**src/rtl/code_loader_pkg.sv**
```systemverilog
package code_loader_pkg;
    typedef enum logic [0:0] {
        ST_IDLE = 1'b0,
        ST_COPY = 1'b1
    } cl_state_e;
endpackage

```
**src/rtl/cl_sequencer.sv**
```systemverilog
module cl_sequencer
    import code_loader_pkg::*;
#(
    parameter int ROM_AW    = 10,
    parameter int PKT_BYTES = 64
) (
    input  logic              clk,
    input  logic              rst_n,
    input  logic              mode_i,
    input  logic              pkt_i,
    output logic              rd_en_o,
    output logic [ROM_AW-1:0] cnt_o
);
    localparam int BW = $clog2(PKT_BYTES);
    localparam logic [BW-1:0] LAST_BEAT = BW'(PKT_BYTES - 1);

    cl_state_e         state, state_nxt;
    logic [BW-1:0]     beat;
    logic [ROM_AW-1:0] cnt;
    logic              pend;
    logic              last_beat;
    logic              more;

    assign last_beat = (state == ST_COPY) && (beat == LAST_BEAT);
    assign more      = pend || pkt_i;

    // next-state decision
    always_comb begin
        state_nxt = state;
        if (!mode_i) begin
            state_nxt = ST_IDLE;                    // abort
        end else begin
            unique case (state)
                ST_IDLE: if (pkt_i) state_nxt = ST_COPY;            // start
                ST_COPY: if (last_beat) state_nxt = more ? ST_COPY  // chain
                                                         : ST_IDLE; // finish
                default: state_nxt = ST_IDLE;
            endcase
        end
    end

    // state register
    always_ff @(posedge clk) begin
        if (!rst_n) state <= ST_IDLE;
        else        state <= state_nxt;
    end

    // counter, beat and pending flag
    always_ff @(posedge clk) begin
        if (!rst_n || !mode_i) begin
            cnt  <= '0;
            beat <= '0;
            pend <= 1'b0;
        end else begin
            unique case (state)
                ST_IDLE: begin
                    beat <= '0;
                    pend <= 1'b0;
                end
                ST_COPY: begin
                    cnt  <= cnt + 1'b1;
                    beat <= last_beat ? '0 : beat + 1'b1;
                    if (last_beat)  pend <= 1'b0;
                    else if (pkt_i) pend <= 1'b1;
                end
                default: begin
                    beat <= '0;
                    pend <= 1'b0;
                end
            endcase
        end
    end

    // outputs
    always_comb begin
        rd_en_o = 1'b0;
        unique case (state)
            ST_IDLE: rd_en_o = 1'b0;
            ST_COPY: rd_en_o = 1'b1;
            default: rd_en_o = 1'b0;
        endcase
        cnt_o = cnt;
    end


    cnt_step_chk: assert property (@(posedge clk) disable iff (!rst_n)
        $past(state == ST_COPY && mode_i) |-> cnt == ROM_AW'($past(cnt) + 1'b1));


    burst_start_chk: assert property (@(posedge clk) disable iff (!rst_n)
        $rose(state == ST_COPY) |-> beat == '0);


    mode_clear_chk: assert property (@(posedge clk) disable iff (!rst_n)
        $past(!mode_i) |-> (cnt == '0 && state == ST_IDLE && !pend));


    pend_chain_chk: assert property (@(posedge clk) disable iff (!rst_n)
        $past(last_beat && pend && mode_i) |-> (state == ST_COPY && beat == '0));


    edge_chain_chk: assert property (@(posedge clk) disable iff (!rst_n)
        $past(last_beat && pkt_i && mode_i) |-> state == ST_COPY);
endmodule

```
**src/rtl/cl_write_pipe.sv**
```systemverilog
module cl_write_pipe #(
    parameter int ROM_AW = 10,
    parameter int DW     = 8,
    parameter int RD_LAT = 1
) (
    input  logic              clk,
    input  logic              rst_n,
    input  logic              mode_i,
    input  logic              en_i,
    input  logic [ROM_AW-1:0] addr_i,
    input  logic [DW-1:0]     rd_data_i,
    output logic              we_o,
    output logic [ROM_AW-1:0] addr_o,
    output logic [DW-1:0]     data_o
);
    localparam int DLY = RD_LAT + 1;

    logic              en_q   [DLY];
    logic [ROM_AW-1:0] addr_q [DLY];
    logic [DW-1:0]     data_q;

    for (genvar g = 0; g < DLY; g++) begin : g_stage
        if (g == 0) begin : g_head
            always_ff @(posedge clk) begin
                if (!rst_n || !mode_i) begin
                    en_q[0]   <= 1'b0;
                    addr_q[0] <= '0;
                end else begin
                    en_q[0]   <= en_i;
                    addr_q[0] <= addr_i;
                end
            end
        end else begin : g_tail
            always_ff @(posedge clk) begin
                if (!rst_n || !mode_i) begin
                    en_q[g]   <= 1'b0;
                    addr_q[g] <= '0;
                end else begin
                    en_q[g]   <= en_q[g-1];
                    addr_q[g] <= addr_q[g-1];
                end
            end
        end
    end

    always_ff @(posedge clk) begin
        if (!rst_n)                data_q <= '0;
        else if (en_q[RD_LAT-1])   data_q <= rd_data_i;
    end

    assign we_o   = en_q[DLY-1] && mode_i;
    assign addr_o = addr_q[DLY-1];
    assign data_o = data_q;


    we_delay_chk: assert property (@(posedge clk) disable iff (!rst_n)
        we_o |-> $past(en_i, DLY));


    addr_delay_chk: assert property (@(posedge clk) disable iff (!rst_n)
        we_o |-> addr_o == $past(addr_i, DLY));


    flush_chk: assert property (@(posedge clk) disable iff (!rst_n)
        $past(!mode_i) |-> !en_q[DLY-1]);
endmodule

```
**src/rtl/code_loader.sv**
```systemverilog
module code_loader #(
    parameter int ROM_AW    = 10,
    parameter int RAM_AW    = 8,
    parameter int DW        = 8,
    parameter int PKT_BYTES = 64,
    parameter int RD_LAT    = 1
) (
    input  logic              clk,
    input  logic              rst_n,
    input  logic              dl_mode,
    input  logic              pkt_done,
    output logic              stg_rd_en,
    output logic [RAM_AW-1:0] stg_rd_addr,
    input  logic [DW-1:0]     stg_rd_data,
    output logic              rom_we,
    output logic [ROM_AW-1:0] rom_waddr,
    output logic [DW-1:0]     rom_wdata
);
    logic [ROM_AW-1:0] cnt;
    logic              rd_en;

    cl_sequencer #(
        .ROM_AW    (ROM_AW),
        .PKT_BYTES (PKT_BYTES)
    ) u_seq (
        .clk     (clk),
        .rst_n   (rst_n),
        .mode_i  (dl_mode),
        .pkt_i   (pkt_done),
        .rd_en_o (rd_en),
        .cnt_o   (cnt)
    );

    cl_write_pipe #(
        .ROM_AW (ROM_AW),
        .DW     (DW),
        .RD_LAT (RD_LAT)
    ) u_wpipe (
        .clk       (clk),
        .rst_n     (rst_n),
        .mode_i    (dl_mode),
        .en_i      (rd_en),
        .addr_i    (cnt),
        .rd_data_i (stg_rd_data),
        .we_o      (rom_we),
        .addr_o    (rom_waddr),
        .data_o    (rom_wdata)
    );

    assign stg_rd_en   = rd_en;
    assign stg_rd_addr = cnt[RAM_AW-1:0];


    no_write_idle_chk: assert property (@(posedge clk) disable iff (!rst_n)
        !dl_mode |-> !rom_we);


    no_read_after_exit_chk: assert property (@(posedge clk) disable iff (!rst_n)
        $past(!dl_mode) |-> !stg_rd_en);
endmodule

```
**config.mk**
```make
export PLATFORM = sky130hd
export DESIGN_NAME = code_loader
export DESIGN_NICKNAME = d
export VERILOG_FILES = /design/src/rtl/code_loader_pkg.sv /design/src/rtl/cl_sequencer.sv /design/src/rtl/cl_write_pipe.sv /design/src/rtl/code_loader.sv
export SDC_FILE = /design/constraint.sdc
export NUM_CORES = 1
export LEC_CHECK = 0
export ABC_AREA = 1
export BUFFER_PORTS_ARGS = -buffer_cell sky130_fd_sc_hd__buf_2
export CORE_MARGIN = 1
export CORE_UTILIZATION = 45
export CTS_BUF_LIST = sky130_fd_sc_hd__clkbuf_16
export DETAILED_ROUTE_END_ITERATION = 16
export PLACE_DENSITY_LB_ADDON = 0.3
export SLEW_MARGIN = 20
export SYNTH_ARGS = -nofsm -noshare
export SYNTH_HDL_FRONTEND = slang
export SYNTH_SLANG_ARGS = --single-unit
```
**constraint.sdc**
```tcl
create_clock -name clk -period 3.1 [get_ports clk]
set_input_delay 0.155 -clock clk [delete_from_list [all_inputs] [get_ports clk]]
set_output_delay 0.155 -clock clk [all_outputs]
set_load 0.1 [all_outputs]
```
==> flow_summary.json, run 1 <==
{
  "status": "finished, final reports clean",
  "critical_path.startpoint_type": "register",
  "reg2reg_slack_ns": 1.92,
  "power_per_cell_area_nw_per_um2": 614,
  "fin_worst_skew_ns": 0.00460,
  "synthMuxAreaShare_pct": 0,
  "worst_r2r_path_cells": 5,
  "growth_of_design_area_from_synthesis_to_finish_pct": 19.3,
  "cp_max_fo": 6,
  "cts_max_level": 2,
  "grt_use_total_pct": 15.4,
  "synth_area_per_cell_sq_um": 8.41,
  "share_of_post_route_cells_with_drive_strength_above_1_pct": 23.5,
  "cts.sink_count": 48,
  "grt_max_degree": 27,
  "synth-adder-area-share_pct": 1.44,
  "quantity_of_gates_resized_following_cts": 0,
  "root_buffer": "clkbuf_16",
  "hold_path.class": "in2reg",
  "critical_path_buf_inv_count": 1,
  "whs_path_depth": 3,
  "setup.worst_path.class": "reg2out",
  "cap_violations": 0,
  "ys_seq_area_share_pct": 55.2,
  "worst_r2r_endpoint": "u_seq.state$_SDFF_PP0_",
  "floorplan.die.height_microns": 64.2,
  "r2r-start": "u_seq.beat[0]$_SDFF_PP0_",
  "ir_worst_vdd_mv": 0.304,
  "cts_made_buffers": 5,
  "setup_viol": 0,
  "grt_antenna_before_repair": 0,
  "fin_tns_setup_ns": 0,
  "combinational_family_with_the_most_area_after_synthesis": "simple AND/OR/NAND/NOR gates",
  "cp_cell_sequence": "buf_2",
  "route.detailed.wl_per_inst_microns": 9.46,
  "tritoncts": "built",
  "clkLatencyLatePin_ns": 0.28,
  "final-max-slew-violation-count": 0,
  "yosys_reg_bits": 48,
  "antenna_cells": 0,
  "synthXorXnorAreaFrac_pct": 1.51,
  "cts_post_setup_buffers_inserted": 0,
  "slowest_stage": "buf_2",
  "worstMarginPinSlew_ns": 0.490,
  "crit_family": "buffers and inverters",
  "synth_cells": 207,
  "rsz0062_at_grt": "no",
  "fp.coreArea_sq_um": 3690,
  "first_global_vias": 1105,
  "synth_cell_types": 26,
  "drt-pass1-iter-count": 4,
  "cts_buffer_depth": 2,
  "place_area_sq_um": 1910,
  "mostFrequentLayoutCell": "nor2_1",
  "critPathCaptureType": "output pin",
  "initialDrtViolationCount": 54,
  "placementRows": 22,
  "fillerInstances": 355,
  "finalWeightedCongestion": 0.731,
  "number_of_nets_in_the_synthesized_netlist": 221,
  "dp_hpwl_mm": 1.93,
  "yosysWarnings": 0,
  "synth_compound_gate_area_share_pct": 5.89,
  "die_width_microns": 64.2,
  "post_synth_simple_gate_area_pct": 24.5,
  "cpPeakStageDelay_ns": 0.48,
  "report.final.hold_viol_count": 0,
  "avgViaCountPerCell": 4.35,
  "cts.reportedPaths.clkPinSlew_ns": 0.06,
  "worst_slew_margin_rel_pct": 67.5,
  "ant_nets": 0,
  "max_clock_freq_ghz": 0.726,
  "dr_total_vias": 1267,
  "initial_core_util_pct": 47.2,
  "synth_area_sq_um": 1740,
  "placement.io_buffers": 39,
  "shortest_period_the_worst_path_allows_ns": 1.38,
  "finish.instance_area_sq_um": 2080,
  "grt_pass1_wl_mm": 4.78,
  "fin_crit_sh_pct": 44.4,
  "grt_overflow": 0,
  "cp_data_required_time_ns": 2.94,
  "post-route-drc-count": 0,
  "count_of_pins_on_the_block_boundary": 40,
  "arrival_ns": 1.22,
  "number_of_hold_buffers_added_after_cts": 0,
  "wl_mm": 2.75,
  "static-leakage-power_uw": 0.000928,
  "finish.net_count": 256,
  "die_area_sq_um": 4120,
  "hold_path.startpoint": "stg_rd_data[0]",
  "layout.cells.most_common_list": "56 x nor2_1, 48 x dfxtp_1, 39 x buf_2",
  "hold_path_end": "u_wpipe.data_o[0]$_SDFFE_PN0P_"
}
==> metal layers <==
metal | vias to the layer above | wire length [microns] | global-route usage [%]
met3 | 5 | 154 | 6.43
met4 | 0 | 53 | 7.78
met1 | 534 | 1430 | 19.5
met2 | 29 | 1120 | 22.3
met5 | - | 0 | 0
li1 | 699 | - | -
==> flip-flops by register name (all words and copies together) (netlist names) <==
| name | flops |
|---|---|
| u_seq.beat | 6 |
| u_seq.state | 1 |
| u_seq.pend | 1 |
| u_wpipe.addr_q | 20 |
| u_seq.cnt_o | 10 |
| u_wpipe.data_o | 8 |
| u_wpipe.en_q | 2 |
==> worst max-delay path by stage <==
stage | from | endpoint | slack, ns | cells after the start
3_3_place_gp | u_seq.beat[0]$_SDFF_PP0_ | u_seq.state$_SDFF_PP0_ | 1.96 | 5
5_1_grt | u_seq.state$_SDFF_PP0_ | stg_rd_en | 1.67 | 1
3_5_place_dp | u_seq.beat[0]$_SDFF_PP0_ | u_seq.state$_SDFF_PP0_ | 1.92 | 5
4_1_cts | u_seq.state$_SDFF_PP0_ | stg_rd_en | 1.71 | 1
2_1_floorplan | u_seq.state$_SDFF_PP0_ | u_seq.cnt_o[6]$_SDFFE_PP0P_ | 1.40 | 5
6_report | u_seq.state$_SDFF_PP0_ | stg_rd_en | 1.72 | 1
==> layout make-up <==
type	instances	area [sq um]	area share (%)
flip-flops and latches	48	961	46.3
multi-input cells	117	581	28.0
repair buffers	39	195	9.40
clock buffers	5	125	6.02
inverters	31	116	5.60
well taps	48	60.1	2.89
clock inverters	3	38.8	1.87
==> Yosys cell counts (all sizes together) <==
| cell type | number | area share (%) |
|---|---|---|
| nor2 | 60 | 15 |
| dfxtp | 48 | 55 |
| inv | 30 | 6.5 |
| nand2 | 17 | 4.5 |
| buf | 11 | 4.8 |
| nand3 | 11 | 3.4 |
| a21oi | 9 | 2.8 |
| o21ai | 9 | 2.6 |
| nor3 | 4 | 1.4 |
| ha | 2 | 1.4 |
| xor2 | 2 | 1.0 |
| clkinv | 1 | 0.22 |
| o22a | 1 | 0.50 |
| or2 | 1 | 0.50 |
| xnor2 | 1 | 0.50 |
==> through the flow <==
| stage | utilization, % | hold slack [ns] | total power (uW) | std cells | setup slack (ns) |
|---|---|---|---|---|---|
| 2_1_floorplan | - | 0.290 | 692 | 207 | 1.40 |
| 3_3_place_gp | 51.9 | 0.377 | 704 | 283 | 1.96 |
| 3_5_place_dp | 51.9 | 0.384 | 704 | 283 | 1.92 |
| 4_1_cts | 56.3 | 0.0919 | 1290 | 291 | 1.71 |
| 5_1_grt | 56.3 | 0.111 | 1320 | 291 | 1.67 |
| 6_report | 56.3 | 0.0927 | 1270 | 291 | 1.72 |
==> power by group <==
group / leakage (uW) / switching, uW / internal (uW)
logic: 0.000456 / 50.8 / 13.4
registers: 0.000387 / 3.97 / 622
clock network: 0.0000850 / 209 / 375
==> cells by family after synthesis <==
group,Yosys count
and+or+nand+nor,93
DFF,48
buffers and inverters,42
AOI/OAI and AO/OA,19
xor gates and xnor gates,3
adders and majority gates,2
Power figures use the tool's default switching activity.
==> run 2, diff against run 1 <==
==> constraint.sdc (replaced) <==
create_clock -name clk -period 1.27 [get_ports clk]
set_input_delay 0.0635 -clock clk [delete_from_list [all_inputs] [get_ports clk]]
set_output_delay 0.0635 -clock clk [all_outputs]
set_load 0.1 [all_outputs]
==> run 2 against run 1 <==
  * Design area rose by 1.6%
  * Sequential cell count did not move
  * Combinational power rose to 2.5 times the previous value
  * Die area did not move
  * Final cell count rose by 0.69%
  * Count of clock-buffer cells in the layout did not move
  * Critical path type unchanged
  * Critical path depth did not move
==> flow_summary.json, run 2 (synthesis gave the netlist of run 1 again) <==
{
  "die_width_microns": 64.2,
  "placementRows": 22,
  "r2r-start": "u_seq.beat[0]$_SDFF_PP0_",
  "antenna_cells": 0,
  "cap_violations": 0,
  "count_of_pins_on_the_block_boundary": 40,
  "critical_path_buf_inv_count": 1,
  "share_of_post_route_cells_with_drive_strength_above_1_pct": 26.5,
  "hold_path.class": "in2reg",
  "largest-register": "u_wpipe.addr_q",
  "drt-pass1-iter-count": 4,
  "worst_r2r_endpoint": "u_seq.state$_SDFF_PP0_",
  "cp_cell_sequence": "buf_2",
  "reg2reg_slack_ns": 0.08,
  "dp_hpwl_mm": 2.00,
  "cp_data_required_time_ns": 1.21,
  "setup.worst_path.class": "reg2out",
  "route.detailed.wl_per_inst_microns": 9.77,
  "hold_path_end": "u_wpipe.data_o[3]$_SDFFE_PN0P_",
  "ir_worst_vdd_mv": 1.32,
  "worst_slew_margin_rel_pct": 67.6,
  "finish.instance_area_sq_um": 2110,
  "hold_slack_ns": 0.00526,
  "layout.cells.most_common_list": "56 x nor2_1, 44 x dfxtp_1, 37 x buf_2",
  "largest_reg_flops": 20,
  "grt_antenna_before_repair": 0,
  "hold_path.startpoint": "stg_rd_data[3]",
  "floorplan.die.height_microns": 64.2,
  "max_clock_freq_ghz": 0.817,
  "die_area_sq_um": 4120,
  "critPathCaptureType": "output pin",
  "grt_overflow": 0,
  "fp.coreArea_sq_um": 3690,
  "worst_r2r_path_cells": 5,
  "critical_path.startpoint_type": "register",
  "fillerInstances": 367,
  "whs_path_depth": 3,
  "grt_max_degree": 18,
  "fin_worst_skew_ns": 0.00378,
  "worstMarginPinSlew_ns": 0.490,
  "cp_max_fo": 5,
  "grt_use_total_pct": 15.7,
  "wl_mm": 2.86,
  "first_global_vias": 1164,
  "cts_buffer_depth": 2,
  "slowest_stage": "buf_2",
  "crit_family": "buffers and inverters",
  "postLayoutCoreUtil_pct": 57.2,
  "fin_crit_sh_pct": 96.4,
  "layout.area.seq_sq_um": 968,
  "dr_total_vias": 1297,
  "area_taken_by_multi_input_logic_gates_sq_um": 583,
  "power_per_cell_area_nw_per_um2": 1480,
  "root_buffer": "clkbuf_16",
  "setup_viol": 0,
  "cts_max_level": 2,
  "finalWeightedCongestion": 0.752,
  "clkLatencyLatePin_ns": 0.28,
  "tritoncts": "built",
  "initial_core_util_pct": 47.2,
  "mostFrequentLayoutCell": "nor2_1",
  "rsz0062_at_grt": "no",
  "fin_tns_setup_ns": 0,
  "finish.net_count": 258,
  "grt_pass1_wl_mm": 4.93,
  "static-leakage-power_uw": 0.000935,
  "avgViaCountPerCell": 4.43,
  "final-max-slew-violation-count": 0,
  "place_area_sq_um": 1930,
  "shortest_period_the_worst_path_allows_ns": 1.22,
  "status": "finished, final reports clean",
  "cts_made_buffers": 5,
  "placement.io_buffers": 39,
  "initialDrtViolationCount": 61,
  "ant_nets": 0,
  "report.final.hold_viol_count": 0,
  "post-route-drc-count": 0,
  "growth_of_design_area_from_synthesis_to_finish_pct": 21.1,
  "cts.sink_count": 48,
  "arrival_ns": 1.16,
  "cpPeakStageDelay_ns": 0.46,
  "cts.reportedPaths.clkPinSlew_ns": 0.06,
  "crit_cells": 1
}
[run 2: cell types whose count changed in the layout (fill, tap and decap cells not counted), sizes merged]
cell / change
clkbuf: +2
[run 2: cell type report]
cell class	count	area share, %
clock buffers	5	5.93
clock inverters	3	1.96
inverters	31	5.52
multi-input cells	117	27.6
flip-flops and latches	48	45.9
well taps	48	2.85
repair buffers	41	10.2
[run 2: worst max path at each step]
stage	start	endpoint	slack, ns
floorplan	u_wpipe.data_o[0]$_SDFFE_PN0P_	u_wpipe.data_o[0]$_SDFFE_PN0P_	0.03
global placement	u_seq.beat[0]$_SDFF_PP0_	u_seq.state$_SDFF_PP0_	0.13
detailed placement	u_seq.beat[0]$_SDFF_PP0_	u_seq.state$_SDFF_PP0_	0.08
CTS	u_seq.cnt_o[6]$_SDFFE_PP0P_	stg_rd_addr[6]	0.04
global route	u_seq.beat[0]$_SDFF_PP0_	u_seq.state$_SDFF_PP0_	0.0003
finish	u_seq.cnt_o[5]$_SDFFE_PP0P_	stg_rd_addr[5]	0.05
[run 2: power breakdown]
group          switching (uW)  internal [uW]  leakage (uW)  total, uW
registers                8.97           1520      0.000389       1530
logic                     126           35.7      0.000461        161
clock network             518            925     0.0000841       1440
[run 2: per-layer routing]
metal	vias to the layer above	routed length, microns	track usage, %
met2	26	1290	25.3
met3	4	100	4.82
met5	-	0	0
li1	700	-	-
met4	0	52	8.33
met1	567	1420	18.8
[run 2: through the flow]
step	setup WS [ns]	total power (uW)	cells
CTS	0.0351	3160	293
global placement	0.127	1720	285
floorplan	0.0299	1690	207
finish	0.0458	3130	293
global route	0.000348	3250	293
detailed placement	0.0849	1720	285
[run 2: what timing repair did]
action / in CTS / in global routing
hold buffers: 0 / 0
endpoints found under the setup margin: 0 / 5
setup buffers: 0 / 0
gates resized for setup: 0 / 5
==> run 3, diff against run 2 <==
--- a/config.mk
+++ b/config.mk
@@ -7,10 +7,12 @@
 export LEC_CHECK = 0
 export ABC_AREA = 1
 export BUFFER_PORTS_ARGS = -buffer_cell sky130_fd_sc_hd__buf_2
+export CAP_MARGIN = 20
 export CORE_MARGIN = 1
 export CORE_UTILIZATION = 45
 export CTS_BUF_LIST = sky130_fd_sc_hd__clkbuf_16
 export DETAILED_ROUTE_END_ITERATION = 16
+export HOLD_SLACK_MARGIN = 0.03
 export PLACE_DENSITY_LB_ADDON = 0.3
 export SLEW_MARGIN = 20
 export SYNTH_ARGS = -nofsm -noshare
==> constraint.sdc (replaced) <==
create_clock -name clk -period 1.1 [get_ports clk]
set_input_delay 0.055 -clock clk [delete_from_list [all_inputs] [get_ports clk]]
set_output_delay 0.055 -clock clk [all_outputs]
set_load 0.1 [all_outputs]
==> run 3 against run 2 <==
  * Sequential cell count is the same
  * First-iteration DRC count increased by 21%
  * Final cell count grew 7.5%
  * Setup slack worse by 0.046 ns
  * Routed wire length grew 16%
  * Clock skew shrank 0.0013 ns
  * Non-clock buffer count increased by 22
==> flow_summary.json, run 3 (synthesis gave the netlist of run 1 again) <==
{
  "route.detailed.wl_per_inst_microns": 10.5,
  "groute.layer.met3.usage_pct": 6.25,
  "cts_buffer_depth": 2,
  "report.final.hold_viol_count": 0,
  "drt-pass1-iter-count": 4,
  "cts_max_level": 2,
  "finish.instance_area_sq_um": 2540,
  "status": "finished, final reports clean",
  "fp.coreArea_sq_um": 3690,
  "cap_violations": 0,
  "hold_path.class": "in2reg",
  "static-leakage-power_uw": 0.00105,
  "clockPowerShare_pct": 42.0,
  "root_buffer": "clkbuf_16",
  "largest-register": "u_wpipe.addr_q",
  "cts_made_buffers": 5,
  "grt_max_degree": 18,
  "fin_crit_sh_pct": 100,
  "postLayoutCoreUtil_pct": 68.8,
  "grt_overflow": 0,
  "critPathCaptureType": "register",
  "floorplan.die.height_microns": 64.2,
  "power_per_cell_area_nw_per_um2": 1360,
  "critical_path.startpoint_type": "register",
  "finalWeightedCongestion": 0.734,
  "intPower_uw": 2670,
  "initialDrtViolationCount": 74,
  "busiest_layer": "met2",
  "die_width_microns": 64.2,
  "cts.sink_count": 48,
  "cp_cell_sequence": "ha_4 > nand3_2 > or2_4 > o21ai_2 > inv_1",
  "setup_viol": 0,
  "grt_use_total_pct": 17.2,
  "cp_max_fo": 3,
  "comb_power_share_pct": 6.9,
  "mostFrequentLayoutCell": "nor2_1",
  "antenna_cells": 0,
  "share_of_post_route_cells_with_drive_strength_above_1_pct": 35.6,
  "slowest_stage": "dfxtp_2",
  "rsz0062_at_grt": "yes",
  "clkLatencyLatePin_ns": 0.28,
  "finish.net_count": 280,
  "cpPeakStageDelay_ns": 0.35,
  "grt_pass1_wl_mm": 5.38,
  "cp_data_required_time_ns": 1.28,
  "setup.worst_path.class": "reg2reg",
  "max_clock_freq_ghz": 0.909,
  "die_area_sq_um": 4120,
  "placementRows": 22,
  "avgViaCountPerCell": 4.37,
  "tritoncts": "built",
  "initial_core_util_pct": 47.2,
  "post-route-drc-count": 0,
  "count_of_pins_on_the_block_boundary": 40,
  "worst_slew_margin_rel_pct": 68.0,
  "switchingPower_uw": 787,
  "final-max-slew-violation-count": 0,
  "shortest_period_the_worst_path_allows_ns": 1.10,
  "part_of_the_total_power_dissipated_in_sequential_elements_pct": 51.1,
  "global_route.usage.met2_pct": 28.1,
  "first_global_vias": 1253,
  "fin_worst_skew_ns": 0.00246,
  "layout.cells.most_common_list": "56 x nor2_1, 34 x dfxtp_1, 29 x inv_1",
  "switching_share_pct": 22.8,
  "worstMarginPinSlew_ns": 0.484,
  "grt_util_met1_pct": 20.3,
  "place_area_sq_um": 2240,
  "dp_hpwl_mm": 2.13,
  "ant_nets": 0,
  "cts.reportedPaths.clkPinSlew_ns": 0.06,
  "placement.io_buffers": 39,
  "arrival_ns": 1.28,
  "growth_of_design_area_from_synthesis_to_finish_pct": 45.6,
  "grt_antenna_before_repair": 0,
  "wl_mm": 3.31,
  "ir_worst_vdd_mv": 0.731,
  "largest_reg_flops": 20,
  "dr_total_vias": 1376
}
[run 3: cell types whose count changed in the layout (fill, tap and decap cells not counted), sizes merged]
cell / previous run / this run
bufinv: 1 / 0
dlygate4sd3: 0 / 8
inv: 31 / 30
clkinvlp: 0 / 2
buf: 39 / 50
clkbuf: 7 / 10
[run 3: per-stage QoR]
step	instances	hold WS, ns	setup TNS [ns]	worst slack [ns]	power (uW)
4_1_cts	314	0.0591	0	0.00298	3480
5_1_grt	315	0.0791	-0.305	-0.0434	3590
3_5_place_dp	298	0.282	-0.102	-0.0296	2020
6_report	315	0.0631	0	0.0000757	3460
3_3_place_gp	298	0.275	0	0.00350	2010
2_1_floorplan	207	0.190	0	0.00161	1950
[run 3: repair_timing]
action	4_1_cts	5_1_grt
setup buffers	0	1
hold buffers	8	0
pin swaps	3	6
hold endpoints to repair	8	0
endpoints found under the setup margin	10	20
gates resized for setup	5	12
[run 3: final cells by class]
| class | instances | area, sq um |
|---|---|---|
| clock inverters | 3 | 18.8 |
| flip-flops and latches | 48 | 983 |
| fillers | 289 | 1150 |
| clock buffers | 5 | 125 |
| multi-input cells | 117 | 642 |
| well taps | 48 | 60.1 |
| inverters | 31 | 119 |
| repair buffers | 63 | 588 |
[run 3: final timing paths]
path                            cells past startpoint                              end  slack (ns)                       startpoint
worst max-delay path                                5           u_seq.state$_SDFF_PP0_     0.00008         u_seq.beat[0]$_SDFF_PP0_
worst max register to register                      5           u_seq.state$_SDFF_PP0_     0.00008         u_seq.beat[0]$_SDFF_PP0_
worst min-delay path                                3          u_seq.pend$_SDFFE_PP0P_        0.06                         pkt_done
worst min register to register                      2  u_wpipe.addr_q[1][2]$_SDFF_PP0_        0.41  u_wpipe.addr_q[0][2]$_SDFF_PP0_
[run 3: critical path: cells and delay by family (launching register included)]
| family | cells | cell delay, ns |
|---|---|---|
| AOI/OAI and AO/OA | 1 | 0.12 |
| adders and majority gates | 1 | 0.14 |
| buffers and inverters | 1 | 0.04 |
| DFF | 1 | 0.35 |
| and+or+nand+nor | 2 | 0.34 |
[run 3: layer usage]
layer / vias to the layer above / part of all wire, % / routed length (microns)
met3: 4 / 5.2 / 172
li1: 748 / - / -
met4: 0 / 1.4 / 47
met2: 33 / 47 / 1560
met1: 591 / 46 / 1530
met5: - / 0 / 0
[run 3: power groups by stage]
| stage | logic, uW | clock network (uW) | registers [uW] |
|---|---|---|---|
| 2_1_floorplan | 80.0 | 0 | 1870 |
| 6_report | 238 | 1450 | 1770 |
| 3_3_place_gp | 210 | 0 | 1800 |
| 4_1_cts | 234 | 1480 | 1770 |
| 5_1_grt | 253 | 1570 | 1770 |
| 3_5_place_dp | 212 | 0 | 1800 |
